===== config.mk =====
export PLATFORM = sky130hd
export DESIGN_NAME = audio_sample_fifo
export DESIGN_NICKNAME = d
export VERILOG_FILES = /design/src/rtl/afifo_pkg.sv /design/src/rtl/sample_fifo.sv /design/src/rtl/fifo_req_gen.sv /design/src/rtl/fsync_monitor.sv /design/src/rtl/flag_unit.sv /design/src/rtl/audio_sample_fifo.sv
export SDC_FILE = /design/constraint.sdc
export NUM_CORES = 1
export LEC_CHECK = 0
export ABC_CLOCK_PERIOD_IN_PS = 6100
export BUFFER_PORTS_ARGS = -buffer_cell sky130_fd_sc_hd__buf_2
export CAP_MARGIN = 30
export CORE_ASPECT_RATIO = 1.4
export CORE_MARGIN = 3
export CORE_UTILIZATION = 40
export CTS_CLUSTER_SIZE = 16
export DETAILED_ROUTE_END_ITERATION = 12
export GPL_TIMING_DRIVEN = 0
export MAX_ROUTING_LAYER = met4
export PLACE_DENSITY = 0.63
export SYNTH_ARGS = -nofsm -noshare
export SYNTH_HDL_FRONTEND = slang
export SYNTH_SLANG_ARGS = --single-unit

===== constraint.sdc =====
create_clock -name clk -period 6.1 [get_ports clk]
set_input_delay 1.22 -clock clk [delete_from_list [all_inputs] [get_ports clk]]
set_output_delay 1.22 -clock clk [all_outputs]
set_load 0.05 [all_outputs]

===== src/rtl/afifo_pkg.sv =====
package afifo_pkg;
    // Number of status flags and their bit positions.
    localparam int FLAG_N    = 6;
    localparam int FLG_XRUN  = 0;
    localparam int FLG_MUTE  = 1;
    localparam int FLG_CKCFG = 2;
    localparam int FLG_CNRDY = 3;
    localparam int FLG_EARLY = 4;
    localparam int FLG_LATE  = 5;

    // Threshold codes.
    localparam logic [2:0] TH_ONE  = 3'd0;
    localparam logic [2:0] TH_FULL = 3'd4;
endpackage


===== src/rtl/sample_fifo.sv =====
// sample_fifo: circular store of DEPTH words. Flush beats push and pop.
// A push while full and a pop while empty are refused and reported as
// single-cycle events. Assumes DEPTH >= 2.
module sample_fifo #(
    parameter int WIDTH = 32,
    parameter int DEPTH = 8,
    localparam int AW = $clog2(DEPTH),
    localparam int LW = $clog2(DEPTH + 1)
) (
    input  logic             clk,
    input  logic             rst_n,
    input  logic             push,
    input  logic [WIDTH-1:0] din,
    input  logic             pop,
    input  logic             flush,
    output logic [WIDTH-1:0] dout,
    output logic [LW-1:0]    level,
    output logic             ovf_evt,
    output logic             unf_evt
);
    localparam logic [AW-1:0] LAST = AW'(DEPTH - 1);
    localparam logic [LW-1:0] FULL_LVL = LW'(DEPTH);

    logic [WIDTH-1:0] mem [DEPTH];
    logic [AW-1:0]    wr_ptr, rd_ptr;
    logic             full, empty, push_ok, pop_ok;

    assign full    = (level == FULL_LVL);
    assign empty   = (level == '0);
    assign push_ok = push && !full && !flush;
    assign pop_ok  = pop && !empty && !flush;
    assign ovf_evt = push && full && !flush;
    assign unf_evt = pop && empty && !flush;
    assign dout    = mem[rd_ptr];

    // Storage write.
    always_ff @(posedge clk) begin
        if (push_ok) mem[wr_ptr] <= din;
    end

    // Pointer and level upkeep.
    always_ff @(posedge clk) begin
        if (!rst_n || flush) begin
            wr_ptr <= '0;
            rd_ptr <= '0;
            level  <= '0;
        end else begin
            if (push_ok) wr_ptr <= (wr_ptr == LAST) ? '0 : wr_ptr + 1'b1;
            if (pop_ok)  rd_ptr <= (rd_ptr == LAST) ? '0 : rd_ptr + 1'b1;
            case ({push_ok, pop_ok})
                2'b10:   level <= level + 1'b1;
                2'b01:   level <= level - 1'b1;
                default: level <= level;
            endcase
        end
    end

    assert_level_bound_R1: assert property (@(posedge clk) disable iff (!rst_n)
        level <= FULL_LVL);
    assert_flush_empties_R3: assert property (@(posedge clk) disable iff (!rst_n)
        flush |=> level == '0);
    assert_drop_when_full_R2: assert property (@(posedge clk) disable iff (!rst_n)
        (push && full && !pop && !flush) |=> level == FULL_LVL);
endmodule


===== src/rtl/fifo_req_gen.sv =====
// fifo_req_gen: turns the fill level and a threshold code into a DMA
// request. Transmit compares free space and receive compares stored words.
// Assumes the level input never exceeds DEPTH.
module fifo_req_gen
    import afifo_pkg::*;
#(
    parameter int DEPTH = 8,
    localparam int LW = $clog2(DEPTH + 1)
) (
    input  logic          rx_mode,
    input  logic [2:0]    code,
    input  logic [LW-1:0] level,
    output logic          req
);
    logic [LW-1:0] th_words;
    logic [LW-1:0] free_words;

    // Threshold in words; codes past full saturate to full.
    always_comb begin
        if (code == TH_ONE)       th_words = LW'(1);
        else if (code >= TH_FULL) th_words = LW'(DEPTH);
        else                      th_words = LW'((DEPTH * int'(code)) / 4);
    end

    assign free_words = LW'(DEPTH) - level;
    assign req = rx_mode ? (level >= th_words) : (free_words >= th_words);
endmodule


===== src/rtl/fsync_monitor.sv =====
// fsync_monitor: follows the bit position inside the frame and flags a
// sync that comes early or a frame that ends with no sync. Inputs are
// sampled only on bit ticks, and the error outputs are one-cycle pulses.
// Assumes tick and sync come from the same clock domain.
module fsync_monitor #(
    parameter int CNT_W = 8
) (
    input  logic             clk,
    input  logic             rst_n,
    input  logic             enable,
    input  logic             tick,
    input  logic             sync,
    input  logic [CNT_W-1:0] last_pos,
    output logic             early_p,
    output logic             late_p
);
    logic [CNT_W-1:0] pos;
    logic             tracking;

    // Position tracking and error pulse generation.
    always_ff @(posedge clk) begin
        if (!rst_n) begin
            pos      <= '0;
            tracking <= 1'b0;
            early_p  <= 1'b0;
            late_p   <= 1'b0;
        end else begin
            early_p <= 1'b0;
            late_p  <= 1'b0;
            if (!enable) begin
                tracking <= 1'b0;
            end else if (tick) begin
                if (sync) begin
                    if (tracking && pos != last_pos) early_p <= 1'b1;
                    pos      <= '0;
                    tracking <= 1'b1;
                end else if (tracking) begin
                    if (pos == last_pos) begin
                        late_p   <= 1'b1;
                        tracking <= 1'b0;
                    end else begin
                        pos <= pos + 1'b1;
                    end
                end
            end
        end
    end

    assert_quiet_disabled_R13: assert property (@(posedge clk) disable iff (!rst_n)
        !enable |=> !early_p && !late_p);
    assert_late_only_from_tick_R12: assert property (@(posedge clk) disable iff (!rst_n)
        !tick |=> !late_p);
endmodule


===== src/rtl/flag_unit.sv =====
// flag_unit: sticky status flags with write-one-to-clear and a masked
// interrupt. An event in the same cycle as a clear keeps its flag set.
module flag_unit #(
    parameter int N = 6
) (
    input  logic         clk,
    input  logic         rst_n,
    input  logic [N-1:0] evt,
    input  logic         clr_wr,
    input  logic [N-1:0] clr_bits,
    input  logic [N-1:0] ie,
    output logic [N-1:0] flags,
    output logic         irq
);
    logic [N-1:0] clr_eff;

    assign clr_eff = clr_wr ? clr_bits : '0;

    // Flag register update: set beats clear.
    always_ff @(posedge clk) begin
        if (!rst_n) flags <= '0;
        else        flags <= (flags & ~clr_eff) | evt;
    end

    // Interrupt line from the enabled flags.
    assign irq = |(flags & ie);

    for (genvar i = 0; i < N; i++) begin : g_chk
        assert_set_on_event_R7: assert property (@(posedge clk) disable iff (!rst_n)
            evt[i] |=> flags[i]);
        assert_sticky_R7: assert property (@(posedge clk) disable iff (!rst_n)
            (flags[i] && !clr_eff[i]) |=> flags[i]);
        assert_w1c_R8: assert property (@(posedge clk) disable iff (!rst_n)
            (clr_eff[i] && !evt[i]) |=> !flags[i]);
    end
endmodule


===== src/rtl/audio_sample_fifo.sv =====
// audio_sample_fifo: sample store with threshold DMA request, a frame-sync
// timing checker and a six-flag status/interrupt unit. The clock-setup
// check counts only in master mode and the sync checks only in slave mode.
module audio_sample_fifo
    import afifo_pkg::*;
#(
    parameter int WIDTH = 32,
    parameter int DEPTH = 8,
    parameter int CNT_W = 8,
    localparam int LW = $clog2(DEPTH + 1)
) (
    input  logic              clk,
    input  logic              rst_n,
    input  logic              rx_mode,
    input  logic              master_mode,
    input  logic              push_en,
    input  logic [WIDTH-1:0]  push_data,
    input  logic              pop_en,
    output logic [WIDTH-1:0]  pop_data,
    input  logic              flush,
    input  logic [2:0]        req_level,
    output logic              dma_req,
    output logic [LW-1:0]     fill_level,
    input  logic              mute_evt,
    input  logic              clk_cfg_evt,
    input  logic              codec_nrdy_evt,
    input  logic              bit_tick,
    input  logic              frame_sync,
    input  logic [CNT_W-1:0]  frame_bits_m1,
    input  logic [FLAG_N-1:0] irq_enable,
    input  logic              clr_wr,
    input  logic [FLAG_N-1:0] clr_bits,
    output logic [FLAG_N-1:0] status,
    output logic              irq
);
    logic              ovf_evt, unf_evt, early_p, late_p;
    logic [FLAG_N-1:0] evt;

    sample_fifo #(.WIDTH(WIDTH), .DEPTH(DEPTH)) u_fifo (
        .clk(clk), .rst_n(rst_n), .push(push_en), .din(push_data),
        .pop(pop_en), .flush(flush), .dout(pop_data), .level(fill_level),
        .ovf_evt(ovf_evt), .unf_evt(unf_evt)
    );

    fifo_req_gen #(.DEPTH(DEPTH)) u_req (
        .rx_mode(rx_mode), .code(req_level), .level(fill_level), .req(dma_req)
    );

    fsync_monitor #(.CNT_W(CNT_W)) u_fsync (
        .clk(clk), .rst_n(rst_n), .enable(!master_mode), .tick(bit_tick),
        .sync(frame_sync), .last_pos(frame_bits_m1),
        .early_p(early_p), .late_p(late_p)
    );

    // Event vector; the mode picks which side's store error counts.
    always_comb begin
        evt            = '0;
        evt[FLG_XRUN]  = rx_mode ? ovf_evt : unf_evt;
        evt[FLG_MUTE]  = mute_evt;
        evt[FLG_CKCFG] = clk_cfg_evt && master_mode;
        evt[FLG_CNRDY] = codec_nrdy_evt;
        evt[FLG_EARLY] = early_p;
        evt[FLG_LATE]  = late_p;
    end

    flag_unit #(.N(FLAG_N)) u_flags (
        .clk(clk), .rst_n(rst_n), .evt(evt), .clr_wr(clr_wr),
        .clr_bits(clr_bits), .ie(irq_enable), .flags(status), .irq(irq)
    );

    assert_full_req_tx_R4: assert property (@(posedge clk) disable iff (!rst_n)
        (!rx_mode && req_level == TH_FULL && dma_req) |-> fill_level == '0);
    assert_irq_masked_R9: assert property (@(posedge clk) disable iff (!rst_n)
        (irq_enable == '0) |-> !irq);
    assert_no_ckcfg_slave_R10: assert property (@(posedge clk) disable iff (!rst_n)
        (!master_mode && !status[FLG_CKCFG]) |=> !status[FLG_CKCFG]);
endmodule


==> reports/summary.txt <==
initial core utilization - 40.76%
Die X - 148.1 µm
row count - 72
Hold Fails Final Rpt - 0
Yosys top cell by area - edfxtp_1
I/O Buffers - 110
Pins Over Slew Limit - 0
Area Growth Syn to Fin - 20.65%
global route total overflow - 0
Cell Area, Synth - 11310 µm²
Global Route Usage Sum - 15.84%
arrival time worst endpoint - 2.90 ns
slew margin rel. - 41.10%
Slew @ Worst Pin - 0.8762 ns
number of flops mapped to enable cells by yosys - 256
Synth warnings - 0
via count - 5889
Clock Skews - 0.01757 ns
leading post-synthesis cells by instance count - edfxtp_1 (256), mux4_2 (64), mux2_2 (32)
share of the synthesized area in the top cell type - 67.96%
dpl hpwl - 15560 µm
syn_area_per_cell - 19.67 µm²
initial antenna violation count - 2
R2R Path Start - u_fifo.level[1]
TritonCTS clock tree - done
Final Cell Area - 13650 µm²
Vias/cell - 5.207
WS Path Type - register to output port
Max Cap Violations - 0
Resize count post-CTS - 0
global-route wire length before repair - 35890 µm
capturing point of the worst reg2reg path - u_fifo.mem[1][23]
syn nets - 659
residual DRC count - 0
Worst-Skew Late Latency - 0.54 ns
crit path time final - 4.122 ns
worst hold start - u_fsync.early_p
NumNets Final - 822
DR WL/cell - 20.48 µm
Yosys cell types - 45
outcome - complete, no violations
Die ar. - 30360 µm²
Peak VDD IR - 0.0001604 V
slowest CP cell - clkbuf_1
CP Max Fanout - 10
Final ANT Viol Nets - 0
vias in the first global route - 6311
crit-path cells - clkbuf_1 -> clkbuf_1 -> mux4_2 -> mux2_2 -> buf_2
most frequent CP cell - clkbuf_1
Final setup viols - 0
register area - 8288 µm²
postcts setup bufs - 0
Clock Sink Count - 286
crit path capture type - output port
CP required - 4.88 ns
Detailed Route Iter0 Violations - 424
hold_buf cts - 0
Core Util, Final - 49.18%
Worst R2R Path Depth - 11
# IOs - 112
RSZ-0062 raised after global routing - no
Worst setup SP type - register
Core ar. - 27750 µm²
static leakage power - 4.673 nW
synthesized instance count - 575
Max Root-Sink Buffers - 3
hold path depth - 2
final-layout fill cell count - 2319
clock root cell - clkbuf_16
multi-input logic area - 2947 µm²
Top FF cell, synth - edfxtp_1
hold path endpoint - u_flags.flags[4]
Area contributors post-synth - edfxtp_1 (68%), mux4_2 (13%), dfxtp_1 (5.3%)
Pre-Repair DR Iteration Count - 4
DP Area - 12670 µm²
Post-Route WL - 23170 µm
Placer Congestion - 0.8039
sequential share of the synthesized area - 73.27%
Crit path buffers/inverters - 3
die height - 205.0 µm
H-tree Lvls - 1
total power draw - 4.127 mW
Max Clock Freq - 242.6 MHz
Async SR Flop Fraction - 0%
Worst Hold Class - register to register
CTS Buf Count - 27
Reg clk slew, reported paths - 0.06 ns
CP delay by family, top - buffers and inverters
#FFs+latches synth - 286
most numerous cell in the Yosys netlist - edfxtp_1
slowest stage delay, CP - 0.64 ns
share of layout cells above drive strength 1 - 39.00%
Pwr Density - 302.4 nW/µm²
largest net degree at the start of global routing - 23
R2R Setup Slk - 2.85 ns
final worst path period share - 67.57%
tightest hold or removal path, delay by kind of cell (launching register included):
| family | cells | cell delay (ns) |
|---|---|---|
| flops | 1 | 0.32 |
| simple gates | 1 | 0.09 |
| compound gates | 1 | 0.04 |
stage by stage:
step           worst slack (ns)  hold slack [ns]  instances  setup TNS, ns
2_1_floorplan            0.9277           0.4344        575              0
3_3_place_gp             -2.449           0.4545       1055        -156.27
3_5_place_dp              2.102           0.4680       1079              0
4_1_cts                   1.928           0.4915       1129              0
5_1_grt                   1.862           0.5122       1131              0
6_report                  1.978           0.4883       1131              0
flip-flops by register name, summed over array words and instances (netlist names), 3 cells and up, named ones only:
register,flops
u_flags.flags,6
u_fifo.rd_ptr,3
u_fifo.level,4
u_fifo.mem,256
u_fsync.pos,8
u_fifo.wr_ptr,3
per-layer routing:
metal | vias up | global-route usage, % | wire length [µm]
met4 | 0 | 4.622 | 479
met5 | - | - | 0
met1 | 3001 | 18.68 | 9119
met3 | 35 | 2.700 | 1170
met2 | 178 | 28.01 | 12400
li1 | 2675 | - | -
how the worst max path moves through the flow:
stage | from | endpoint | cells after the start
after floorplan | u_fifo.level[1] | u_fifo.mem[0][0] | 6
after global placement | flush | u_fifo.mem[0][20] | 3
after detailed placement | req_level[2] | dma_req | 9
after CTS | register | pop_data[13] | 5
after global routing | register | pop_data[27] | 5
final | register | pop_data[27] | 5
final cells by class:
class / count / area share, %
Clock inverter: 15 / 1.375
Tap cell: 370 / 3.392
Multi-Input combinational cell: 261 / 21.59
Clock buffer: 35 / 5.776
Inverter: 5 / 0.1375
Sequential cell: 286 / 60.73
Timing Repair Buffer: 134 / 6.180
Antenna cell: 2 / 0.03667
Buffer: 23 / 0.7793
cells by family (layout without fill, tap and decap cells):
family | count (synthesis) | in the layout | synth area share, %
other cells | 0 | 2 | 0
compound gates | 43 | 43 | 2.578
xor+xnor | 14 | 14 | 1.084
flops | 286 | 286 | 73.27
mux | 99 | 99 | 16.19
fa+ha+maj | 16 | 16 | 1.770
buf+inv | 28 | 212 | 1.106
simple gates | 89 | 89 | 3.993
power breakdown:
part           leakage, nW  internal [mW]  switching (mW)
Sequential            2.56           2.15         0.00585
Clock                0.483           1.08           0.708
Combinational         1.63         0.0639           0.118
Total                 4.67           3.30           0.832
layout by cell type (no fill, tap or decap), types with 3 or more instances in the layout:
| master | instances |
|---|---|
| nand2b_1 | 7 |
| nor2b_1 | 8 |
| inv_1 | 5 |
| a22oi_1 | 5 |
| mux2_2 | 32 |
| nand3_1 | 9 |
| bufinv_16 | 4 |
| xor2_1 | 12 |
| nor2_1 | 13 |
| buf_6 | 17 |
| mux4_2 | 64 |
| clkbuf_1 | 15 |
| nor4_1 | 4 |
| nand2_1 | 21 |
| buf_2 | 117 |
| clkbuf_8 | 4 |
| a21oi_1 | 14 |
| clkbuf_16 | 29 |
| edfxtp_1 | 256 |
| clkinv_2 | 6 |
| a21o_1 | 3 |
| o211ai_1 | 3 |
| nor2_4 | 3 |
| mux2i_1 | 3 |
| nor3_1 | 6 |
| dfxtp_1 | 30 |
| a211o_1 | 3 |
| buf_4 | 4 |
| o21ai_0 | 4 |
| buf_12 | 3 |
| nor3_2 | 4 |
| ha_1 | 16 |
No activity file was read; power rests on OpenSTA's default activity.
